**config.mk**
```make
export PLATFORM = sky130hd
export DESIGN_NAME = tfm_irq_unit
export DESIGN_NICKNAME = d
export VERILOG_FILES = /design/src/rtl/tfm_pkg.sv /design/src/rtl/tfm_evt_map.sv /design/src/rtl/tfm_flag_reg.sv /design/src/rtl/tfm_mask_reg.sv /design/src/rtl/tfm_irq_unit.sv
export SDC_FILE = /design/constraint.sdc
export NUM_CORES = 1
export LEC_CHECK = 0
export ABC_CLOCK_PERIOD_IN_PS = 1000
export BUFFER_PORTS_ARGS = -buffer_cell sky130_fd_sc_hd__buf_2
export CAP_MARGIN = 15
export CORE_ASPECT_RATIO = 1.1
export CORE_MARGIN = 2
export CORE_UTILIZATION = 28
export DETAILED_ROUTE_END_ITERATION = 8
export PLACE_DENSITY = 0.59
export SYNTH_ARGS = -nofsm -noshare
export SYNTH_HDL_FRONTEND = slang
export SYNTH_SLANG_ARGS = --single-unit
```
**constraint.sdc**
```tcl
create_clock -name clk -period 1 [get_ports clk]
set_input_delay 0.05 -clock clk [delete_from_list [all_inputs] [get_ports clk]]
set_output_delay 0.05 -clock clk [all_outputs]
set_load 0.05 [all_outputs]
```
**src/rtl/tfm_pkg.sv**
```systemverilog
package tfm_pkg;
    localparam int REG_W      = 8;
    localparam int N_CMP      = 4;
    localparam int N_CAP      = 3;
    localparam int N_CMP_IN   = N_CMP + 1;
    localparam int N_CAP_IN   = N_CAP + 1;
    localparam int BIT_SHARED = REG_W - 1 - N_CMP;

    typedef enum logic {SEL_FLAG = 1'b0, SEL_MASK = 1'b1} tfm_sel_e;

    typedef struct packed {
        logic             en;
        tfm_sel_e         sel;
        logic [REG_W-1:0] data;
    } tfm_wr_t;

    function automatic int cmp_pos(input int k);
        return REG_W - 1 - k;
    endfunction

    function automatic int cap_pos(input int j);
        return BIT_SHARED - 1 - j;
    endfunction
endpackage

```
**src/rtl/tfm_evt_map.sv**
```systemverilog
module tfm_evt_map
    import tfm_pkg::*;
(
    input  logic [N_CMP_IN-1:0] cmp_match_i,
    input  logic [N_CAP_IN-1:0] cap_edge_i,
    input  logic                shared_cap_mode_i,
    output logic [REG_W-1:0]    set_o
);
    for (genvar k = 0; k < N_CMP; k++) begin : g_cmp
        assign set_o[cmp_pos(k)] = cmp_match_i[k];
    end
    for (genvar j = 0; j < N_CAP; j++) begin : g_cap
        assign set_o[cap_pos(j)] = cap_edge_i[j];
    end
    assign set_o[BIT_SHARED] = shared_cap_mode_i ? cap_edge_i[N_CAP_IN-1]
                                                 : cmp_match_i[N_CMP_IN-1];
endmodule

```
**src/rtl/tfm_flag_reg.sv**
```systemverilog
module tfm_flag_reg
    import tfm_pkg::*;
(
    input  logic             clk,
    input  logic             rst,
    input  logic [REG_W-1:0] set_i,
    input  tfm_wr_t          wr_i,
    output logic [REG_W-1:0] flag_o
);
    logic [REG_W-1:0] clr;

    assign clr = (wr_i.en && wr_i.sel == SEL_FLAG) ? wr_i.data : '0;

    for (genvar i = 0; i < REG_W; i++) begin : g_bit
        always_ff @(posedge clk) begin
            if (rst)           flag_o[i] <= 1'b0;
            else if (set_i[i]) flag_o[i] <= 1'b1;
            else if (clr[i])   flag_o[i] <= 1'b0;
        end
    end
endmodule

```
**src/rtl/tfm_mask_reg.sv**
```systemverilog
module tfm_mask_reg
    import tfm_pkg::*;
(
    input  logic             clk,
    input  logic             rst,
    input  tfm_wr_t          wr_i,
    output logic [REG_W-1:0] mask_o
);
    always_ff @(posedge clk) begin
        if (rst)                                  mask_o <= '0;
        else if (wr_i.en && wr_i.sel == SEL_MASK) mask_o <= wr_i.data;
    end
endmodule

```
**src/rtl/tfm_irq_unit.sv**
```systemverilog
module tfm_irq_unit
    import tfm_pkg::*;
(
    input  logic                clk,
    input  logic                rst,
    input  logic                reg_sel_i,
    input  logic                wr_en_i,
    input  logic [REG_W-1:0]    wr_data_i,
    output logic [REG_W-1:0]    rd_data_o,
    input  logic [N_CMP_IN-1:0] cmp_match_i,
    input  logic [N_CAP_IN-1:0] cap_edge_i,
    input  logic                shared_cap_mode_i,
    output logic                irq_o
);
    tfm_wr_t          wr;
    logic [REG_W-1:0] set_vec;
    logic [REG_W-1:0] flag_q;
    logic [REG_W-1:0] mask_q;

    assign wr.en   = wr_en_i;
    assign wr.sel  = tfm_sel_e'(reg_sel_i);
    assign wr.data = wr_data_i;

    tfm_evt_map u_map (
        .cmp_match_i       (cmp_match_i),
        .cap_edge_i        (cap_edge_i),
        .shared_cap_mode_i (shared_cap_mode_i),
        .set_o             (set_vec)
    );

    tfm_flag_reg u_flag (
        .clk    (clk),
        .rst    (rst),
        .set_i  (set_vec),
        .wr_i   (wr),
        .flag_o (flag_q)
    );

    tfm_mask_reg u_mask (
        .clk    (clk),
        .rst    (rst),
        .wr_i   (wr),
        .mask_o (mask_q)
    );

    assign rd_data_o = (wr.sel == SEL_MASK) ? mask_q : flag_q;
    assign irq_o     = |(flag_q & mask_q);
endmodule

```
==> results of run 1 <==
cell usage in the layout (no fill, tap or decap), types with 2 or more instances in the layout:
cell and n:
nor4bb_1 7, nand3_1 8, a22oi_2 4, mux2_2 8, buf_6 9, dfxtp_2 14
clkbuf_4 3, a21oi_1 8, nor3_1 7, nor2_1 7, buf_2 21, buf_4 5
dlygate4sd3_1 2, dfxtp_1 2, a21bo_2 8
through the flow:
stage / util (%) / cells / hold slack (ns) / setup WS [ns]
2_1_floorplan: - / 85 / 0.197 / -0.0107
3_3_place_gp: 36.3 / 146 / 0.315 / 0.0105
3_5_place_dp: 36.3 / 146 / 0.324 / 0.0149
4_1_cts: 41.5 / 152 / 0.00104 / -0.217
5_1_grt: 41.7 / 152 / 0.00346 / -0.221
6_report: 41.7 / 152 / 0.00469 / -0.168
layout make-up:
| class | count | share of cell area (%) |
|---|---|---|
| multi-input combinational | 62 | 40.8 |
| sequential | 16 | 29.4 |
| timing repair buffer | 37 | 23.0 |
| tap | 33 | 3.59 |
| clock buffer | 4 | 3.16 |
routing by layer:
layer  share of wire [%]  global-route usage [%]  vias to the layer above
met3                 5.3                    3.20                        4
met4                 1.7                    6.62                        0
li1                    -                       -                      387
met5                   0                       0                        -
met1                  41                    11.9                      342
met2                  52                    21.3                       18
state kept, by name, summed over array words and instances (netlist names):
| signal | flops |
|---|---|
| u_flag.flag_o | 8 |
| u_mask.mask_o | 8 |
path summary, 6_finish.rpt:
path	end	slack (ns)
worst min-delay path	u_mask.mask_o[7]$_SDFFE_PP0P_	0.005
worst max register to register	u_mask.mask_o[4]$_SDFFE_PP0P_	0.22
worst min register to register	u_flag.flag_o[3]$_SDFFE_PP0P_	0.50
worst max-delay path	irq_o	-0.17
critical path, stage by stage (launching register included):
cell and delay, ns:
dfxtp_2 0.35, a22oi_2 0.18, nand4_1 0.13, buf_6 0.17
power groups by stage:
| stage | Sequential (mW) | Combinational (mW) | Clock [mW] |
|---|---|---|---|
| finish | 0.721 | 0.410 | 0.436 |
| global route | 0.728 | 0.435 | 0.485 |
| CTS | 0.719 | 0.413 | 0.459 |
| detailed placement | 0.722 | 0.358 | 0 |
| global placement | 0.720 | 0.354 | 0 |
| floorplan | 0.713 | 0.258 | 0 |
cells by family (layout without fill, tap and decap cells):
family / count (synthesis) / after routing / share of synthesized area (%)
muxes: 9 / 9 / 12.4
AOI/OAI and AO/OA: 21 / 21 / 19.4
and+or+nand+nor: 32 / 32 / 23.8
buffers and inverters: 7 / 41 / 4.80
DFF: 16 / 16 / 39.6
what timing repair did:
action	CTS	global route
gates resized for setup	33	3
endpoints found under the hold margin	2	0
setup buffers	0	0
pin swaps	2	2
endpoints found under the setup margin	9	9
hold buffers	2	0
==> flow_results.org, run 1 <==
** Floorplan
- The initialized floorplan defines 20 standard-cell rows.
- From bottom edge to top edge, the die measures ~60 µm.
- Chip width :: around 55 µm
- Ports placed on the boundary :: 31
- The floorplan step defined a die boundary enclosing approximately 3300 µm².
- The total area inside the core boundary comes to about 2800 µm².
- Starting density of the core :: 29.4%

** Synthesis
- Synth Area per Inst :: ~9.5 µm²
- After synthesis, the share of flip-flops with an asynchronous set or reset is 0%.
- Number of warning messages in the yosys log :: 0
- Top cell type by total area after synthesis :: dfxtp_1
- Area share of the largest cell type after synthesis :: roughly two fifths
- Netlist area before placement :: ~800 µm²
- Sorting the synthesized cells by how often they occur yields 16 x dfxtp_1, 8 x a21bo_2, 8 x a21oi_1, 8 x mux2_2, 8 x nand3_1.
- Synthesis inferred 16 register bits.
- In the synthesized netlist the dominant register cell turns out to be dfxtp_1.
- After technology mapping, the gate count stands at 85.
- The most common cell in the synthesized netlist is dfxtp_1.
- Synthesized Nets :: around 110
- Of the synthesized area, sequential elements account for ~40%.
- Yosys mapped a number of flops with a built-in enable equal to 0.
- Synth area leaders :: dfxtp_1 40%, mux2_2 11%, a21bo_2 9.9%
- Count of distinct cell types in the synthesized netlist :: 17

** Place
- Once detailed placement completed, the half-perimeter wirelength came to between 1000 and 1500 µm.
- Number of I/O port buffers :: 30
- Routability-driven placement finished with a final weighted congestion of between 0.6 and 0.7.
- In this run the cell area measured after placement is between 900 and 1000 µm².

** GRT
- The first global-routing pass estimated roughly 3000 µm of wire.
- For this run the aggregate overflow at the end of global routing stands at 0.
- The initial antenna violation count is 0.
- Largest net degree at the start of global routing :: 23
- Global routing consumed, over all layers together, 11.5% of the routing resources.
- The via count of the first global-routing pass was around 700.

** STA
- At the pin with the least slew margin, the transition time is roughly 0.35 ns.
- RSZ-0062 raised after global routing :: yes
- Final period util :: 117%
- Final hold viol count :: 0
- Across all setup checks in the final design, the least slack found is -0.168 ns.
- Across the routed clock network, the largest skew measured is 0 ns.
- Setup total negative slack on the finished layout was measured at -0.999 ns.
- Measured against its own limit, the worst slew margin works out to between 70% and 80%.
- Timing would allow up to about 860 MHz.
- Final period demand of the worst path :: about 1.2 ns
- Final setup viols :: 9
- The number of max-slew violations in the final report was 0.

** Clock tree
- Root Buffer Master :: clkbuf_4
- TritonCTS clock tree :: built
- Buffers inserted during clock tree synthesis total 3.
- Number of clock sinks :: 16
- The clock passes through at most 2 buffers.
- Clock latency on the worst-skew pair, taken at its later pin, is 0.28 ns.
- Clock-pin slew was measured on the worst setup and hold paths at 0.10 ns.
- H-tree depth reported by CTS :: 1

** Outcome
- Violations in the final reports :: setup timing
- Status :: complete, but fails checks

** Final layout
- FILL cells :: between 200 and 300
- In the final layout, the share of cells above drive strength 1 is about three fifths.
- Area growth syn-to-layout :: 42.1%
- Flip-flop and latch area :: ~340 µm²
- Net count of the finished layout :: about 140
- Antenna cells :: 0
- Area of all placed cells without fillers :: 1150 µm²
- Summing all multi-input logic gate instances after layout gives about 470 µm².

** Worst setup path
- The setup path with the least slack is of type reg2out.
- Measured in cells, the most critical reg-to-reg path has a length of 2.
- STA classifies the critical path endpoint as an output port.
- STA classifies the critical path startpoint as a flop.
- Worst EP required :: 0.95 ns
- For the worst setup path, the data arrival time is ~1.1 ns.
- The most critical setup path has its startpoint at u_flag.flag_o[3]$_SDFFE_PP0P_.
- Along the worst path, the maximum fanout reaches 3.
- Worst reg2reg startpoint :: u_mask.mask_o[4]$_SDFFE_PP0P_

** Min path
- Hold path depth :: 3
- The worst hold path begins at wr_data_i[7].
- Worst hold path type :: in2reg

** Power and ir drop
- Share of power burned in the clock network :: 27.8%
- Of the total power, the share spent switching nets is 30.2%.
- Leak :: about 0.49 nW
- Highest ir drop seen on vdd :: between 0.8 and 0.9 mV
- Sequential cell fraction of total power :: 46.0%
- Power comes to between 1.5 and 2 mW.
- Combinational logic is responsible for roughly a quarter of the overall power.
- The internal power of the cells totals roughly 1.1 mW.
- Summed over all nets, the switching power comes to 0.474 mW.
- P per Cell Area :: approximately 1400 nW/µm²

** Detailed routing
- In the routed layout, each cell is associated on average with a via count of 4.94.
- For this run, design rule violations remaining after detail routing come to 0.
- After detailed routing, the average wire length per cell comes to 12.3 µm.
- The first routing iteration left 4 violations.
- The first TritonRoute pass finished after 4 iterations.
- Detailed Route WL :: approximately 1900 µm
- The detailed router placed between 700 and 800 vias in this run.
- Count of nets left with antenna violations after detail routing :: 0

** Flow run
- Max-cap violations in this run came to 0.
(Power assumes the default switching activity.)
==> run 2: changes to the inputs <==
--- a/config.mk
+++ b/config.mk
@@ -13,6 +13,7 @@
 export CORE_UTILIZATION = 28
 export DETAILED_ROUTE_END_ITERATION = 8
 export PLACE_DENSITY = 0.59
+export REMOVE_ABC_BUFFERS = 1
 export SYNTH_ARGS = -nofsm -noshare
 export SYNTH_HDL_FRONTEND = slang
 export SYNTH_SLANG_ARGS = --single-unit
==> run 2 against run 1 <==
Effect of this change: wire length increased by 8.8%; sequential power about the same; die area unchanged; setup slack got worse by 0.040 ns; largest power group unchanged; final area increased by 2.6%; largest cell class unchanged; the flow still finishes with violations (setup timing); first-iteration DRC count increased to 5.5 times the previous value; maximum frequency decreased by 3.3%; final cell count increased by 2.0%; clock skew unchanged; non-clock buffer count increased by 3; combinational power increased by 5.9%.
==> flow_results.org, run 2 (synthesis results as in run 1) <==
** Clock tree
- Counting every sink on the clock net gives 16.
- The cell sitting at the root of the clock tree is a clkbuf_4.
- No sink is reached through more buffers than the 2 on the longest clock path.
- TritonCTS built the clock tree.
- The later pin in the worst-skew pair is clocked with a latency of about 0.27 ns.
- In this run, CTS created clock tree buffers numbering 3.
- H-tree depth reported by CTS :: 1
- Clock-pin slew was measured on the worst setup and hold paths at 0.10 ns.

** STA
- For the pin with the worst max-slew slack, the measured transition is around 0.42 ns.
- The worst path uses 121% of the clock period.
- RSZ-0062 raised after global routing :: yes
- The worst path in the final design needs a cycle of between 1 and 1.5 ns, including I/O delays and setup.
- Final hold viol count :: 0
- Derived from the worst setup path, the maximum achievable clock frequency is 828 MHz.
- Setup violations remaining at the end of the flow were counted as 9.
- Hold_ws :: around 0.0088 ns
- Final TNS setup :: -1.04 ns
- Final worst setup slack :: -0.208 ns
- Headroom to the max-slew limit came out at between 70% and 80%.
- Across the routed clock network, the largest skew measured is 0 ns.
- Max-slew violation total from the final report :: 0

** Detailed routing
- In the routed design, unresolved DRC markers number 0.
- The routed design has roughly 2000 µm of wire.
- Number of DRC markers in iteration 0 :: 22
- Once detail routing completed, the nets flagged for antenna violations numbered 0.
- Wire length per cell after detailed routing :: 13.2 µm
- Across all layers, the routed design uses just under 800 vias.
- After detailed routing, the number of vias per cell comes to between 5 and 6.
- The first detailed-routing pass took 4 iterations.

** GRT
- Wire length of the first global-routing pass :: 3350 µm
- Global router's overall resource usage :: ~13%
- Entering global routing, the biggest net connects 22 pins.
- The initial antenna violation count was 0.
- Number of global-route vias before repair :: approximately 740
- The total overflow left after global routing is 0.

** Worst setup path
- In this run the critical register-to-register path is captured at u_mask.mask_o[3]$_SDFFE_PP0P_.
- On the critical path, the stage with the largest delay is an instance of dfxtp_2.
- Crit Path Class :: reg2out
- Worst endpoint data arrival time :: roughly 1.2 ns
- Worst EP required :: between 0.9 and 1 ns
- Slowest cell delay on critical path :: 0.34 ns
- For flop-to-flop paths, the worst setup slack is around 0.23 ns.
- For the worst flop-to-flop path, the logic depth is 2.
- Max FO, Critical Path :: 2
- STA classifies the critical path endpoint as an output port.
- STA classifies the critical path startpoint as a flop.
- Counting both buffers and inverters, the worst setup path holds a total of 2.
- Chain of cells forming the critical path :: buf_4, mux2_2, buf_6
- Worst reg2reg startpoint :: u_mask.mask_o[3]$_SDFFE_PP0P_
- Grouping stages by cell kind, the critical path spends the most delay in flip-flops.

** Power and ir drop
- Total Power Consumption :: around 1.6 mW
- In this run the power density over the cells is between 1000 and 1500 nW/µm².
- IR analysis of the VDD net gives a maximum drop of around 0.67 mV.
- Summed over all cells, the static leakage comes to about 0.5 nW.

** Final layout
- Flip-flop and latch area :: ~340 µm²
- Leaving out fill and tap cells, the most frequent cell in the layout is buf_2.
- The number of antenna diodes in the final layout is 0.
- The largest registers in the layout are u_flag.flag_o: 8 flops, u_mask.mask_o: 8 flops.
- Relative to the synthesized area, the layout overhead comes to 45.8%.
- The layout has ~290 filler cells.
- Summing all multi-input logic gate instances after layout gives 467 µm².
- Net count of the finished layout :: ~150
- Cells with a size suffix above 1 make up 62.3% of the layout.
- Commonest cells after routing, fill and taps aside :: 21 x buf_2, 16 x dfxtp_2

** Flow run
- Max-cap violations in this run came to 0.

** Outcome
- The final reports fail on setup timing.
- The flow ran to the end, but the final reports show violations.

** Place
- Port buffering added 30 buffers.
- At the placement stage, the worst setup path has a slack of -0.0478 ns.
- Detailed placement ended at an HPWL of approximately 1400 µm.
- Gp weighted congestion :: roughly 0.75

** Min path
- Hold path depth :: 3
- Launch point of the worst hold path :: wr_data_i[2]
- The path with the worst hold slack has its endpoint at u_mask.mask_o[2]$_SDFFE_PP0P_.
- Worst hold path type :: in2reg

** Floorplan
- The floorplan has 20 rows.
- The initial utilization of the core area, before any placement, comes to between 20% and 30%.
- Die height :: a little over 60 µm
- During I/O placement, the number of pins put on the boundary was 31.
- Core outline area :: ~2800 µm²
- The die covers ~3300 µm².
- The die is about 55 µm wide.
[run 2: through the flow]
step	util [%]	area (µm²)	cells
2_1_floorplan	-	769	78
3_3_place_gp	36.8	1010	148
3_5_place_dp	36.8	1010	148
4_1_cts	41.7	1150	153
5_1_grt	42.8	1180	155
6_report	42.8	1180	155
[run 2: worst max path at each step]
stage                                       start           end  slack (ns)  cells past startpoint
floorplan           u_flag.flag_o[1]$_SDFFE_PP0P_         irq_o       -0.02                      2
global placement                        reg_sel_i  rd_data_o[3]       -0.03                      3
detailed placement                      reg_sel_i  rd_data_o[3]       -0.05                      3
CTS                 u_mask.mask_o[2]$_SDFFE_PP0P_         irq_o       -0.22                      3
global route        u_flag.flag_o[6]$_SDFFE_PP0P_         irq_o       -0.27                      3
finish              u_flag.flag_o[6]$_SDFFE_PP0P_  rd_data_o[6]       -0.21                      3
[run 2: timing repair]
| action | 4_1_cts | 5_1_grt |
|---|---|---|
| setup buffers | 0 | 1 |
| endpoints found under the hold margin | 1 | 1 |
| pin swaps | 1 | 1 |
| endpoints found under the setup margin | 9 | 9 |
| hold buffers | 1 | 1 |
| resized for setup | 34 | 6 |
[run 2: report_power, final]
group / leakage, nW / total (mW) / switching (mW) / internal [mW]
combinational: 0.354 / 0.434 / 0.234 / 0.201
clock: 0.0210 / 0.420 / 0.199 / 0.221
sequential: 0.137 / 0.720 / 0.0332 / 0.687
total: 0.513 / 1.57 / 0.466 / 1.11
[run 2: layer usage]
layer  share of wire (%)  global-route usage (%)
met1                  43                    14.2
met2                  52                    24.1
met3                 3.6                    2.13
met4                 1.3                    6.27
met5                   0                       0
[run 2: cell type report]
class	instances	share of cell area [%]
well taps	33	3.50
clock buffers	4	3.08
multi-input cells	62	39.6
repair buffers	40	24.9
flip-flops and latches	16	28.9
[run 2: worst min-delay path, stage by stage]
cell and delay [ns]:
buf_2 0.10, nand3_1 0.05, a21oi_1 0.05
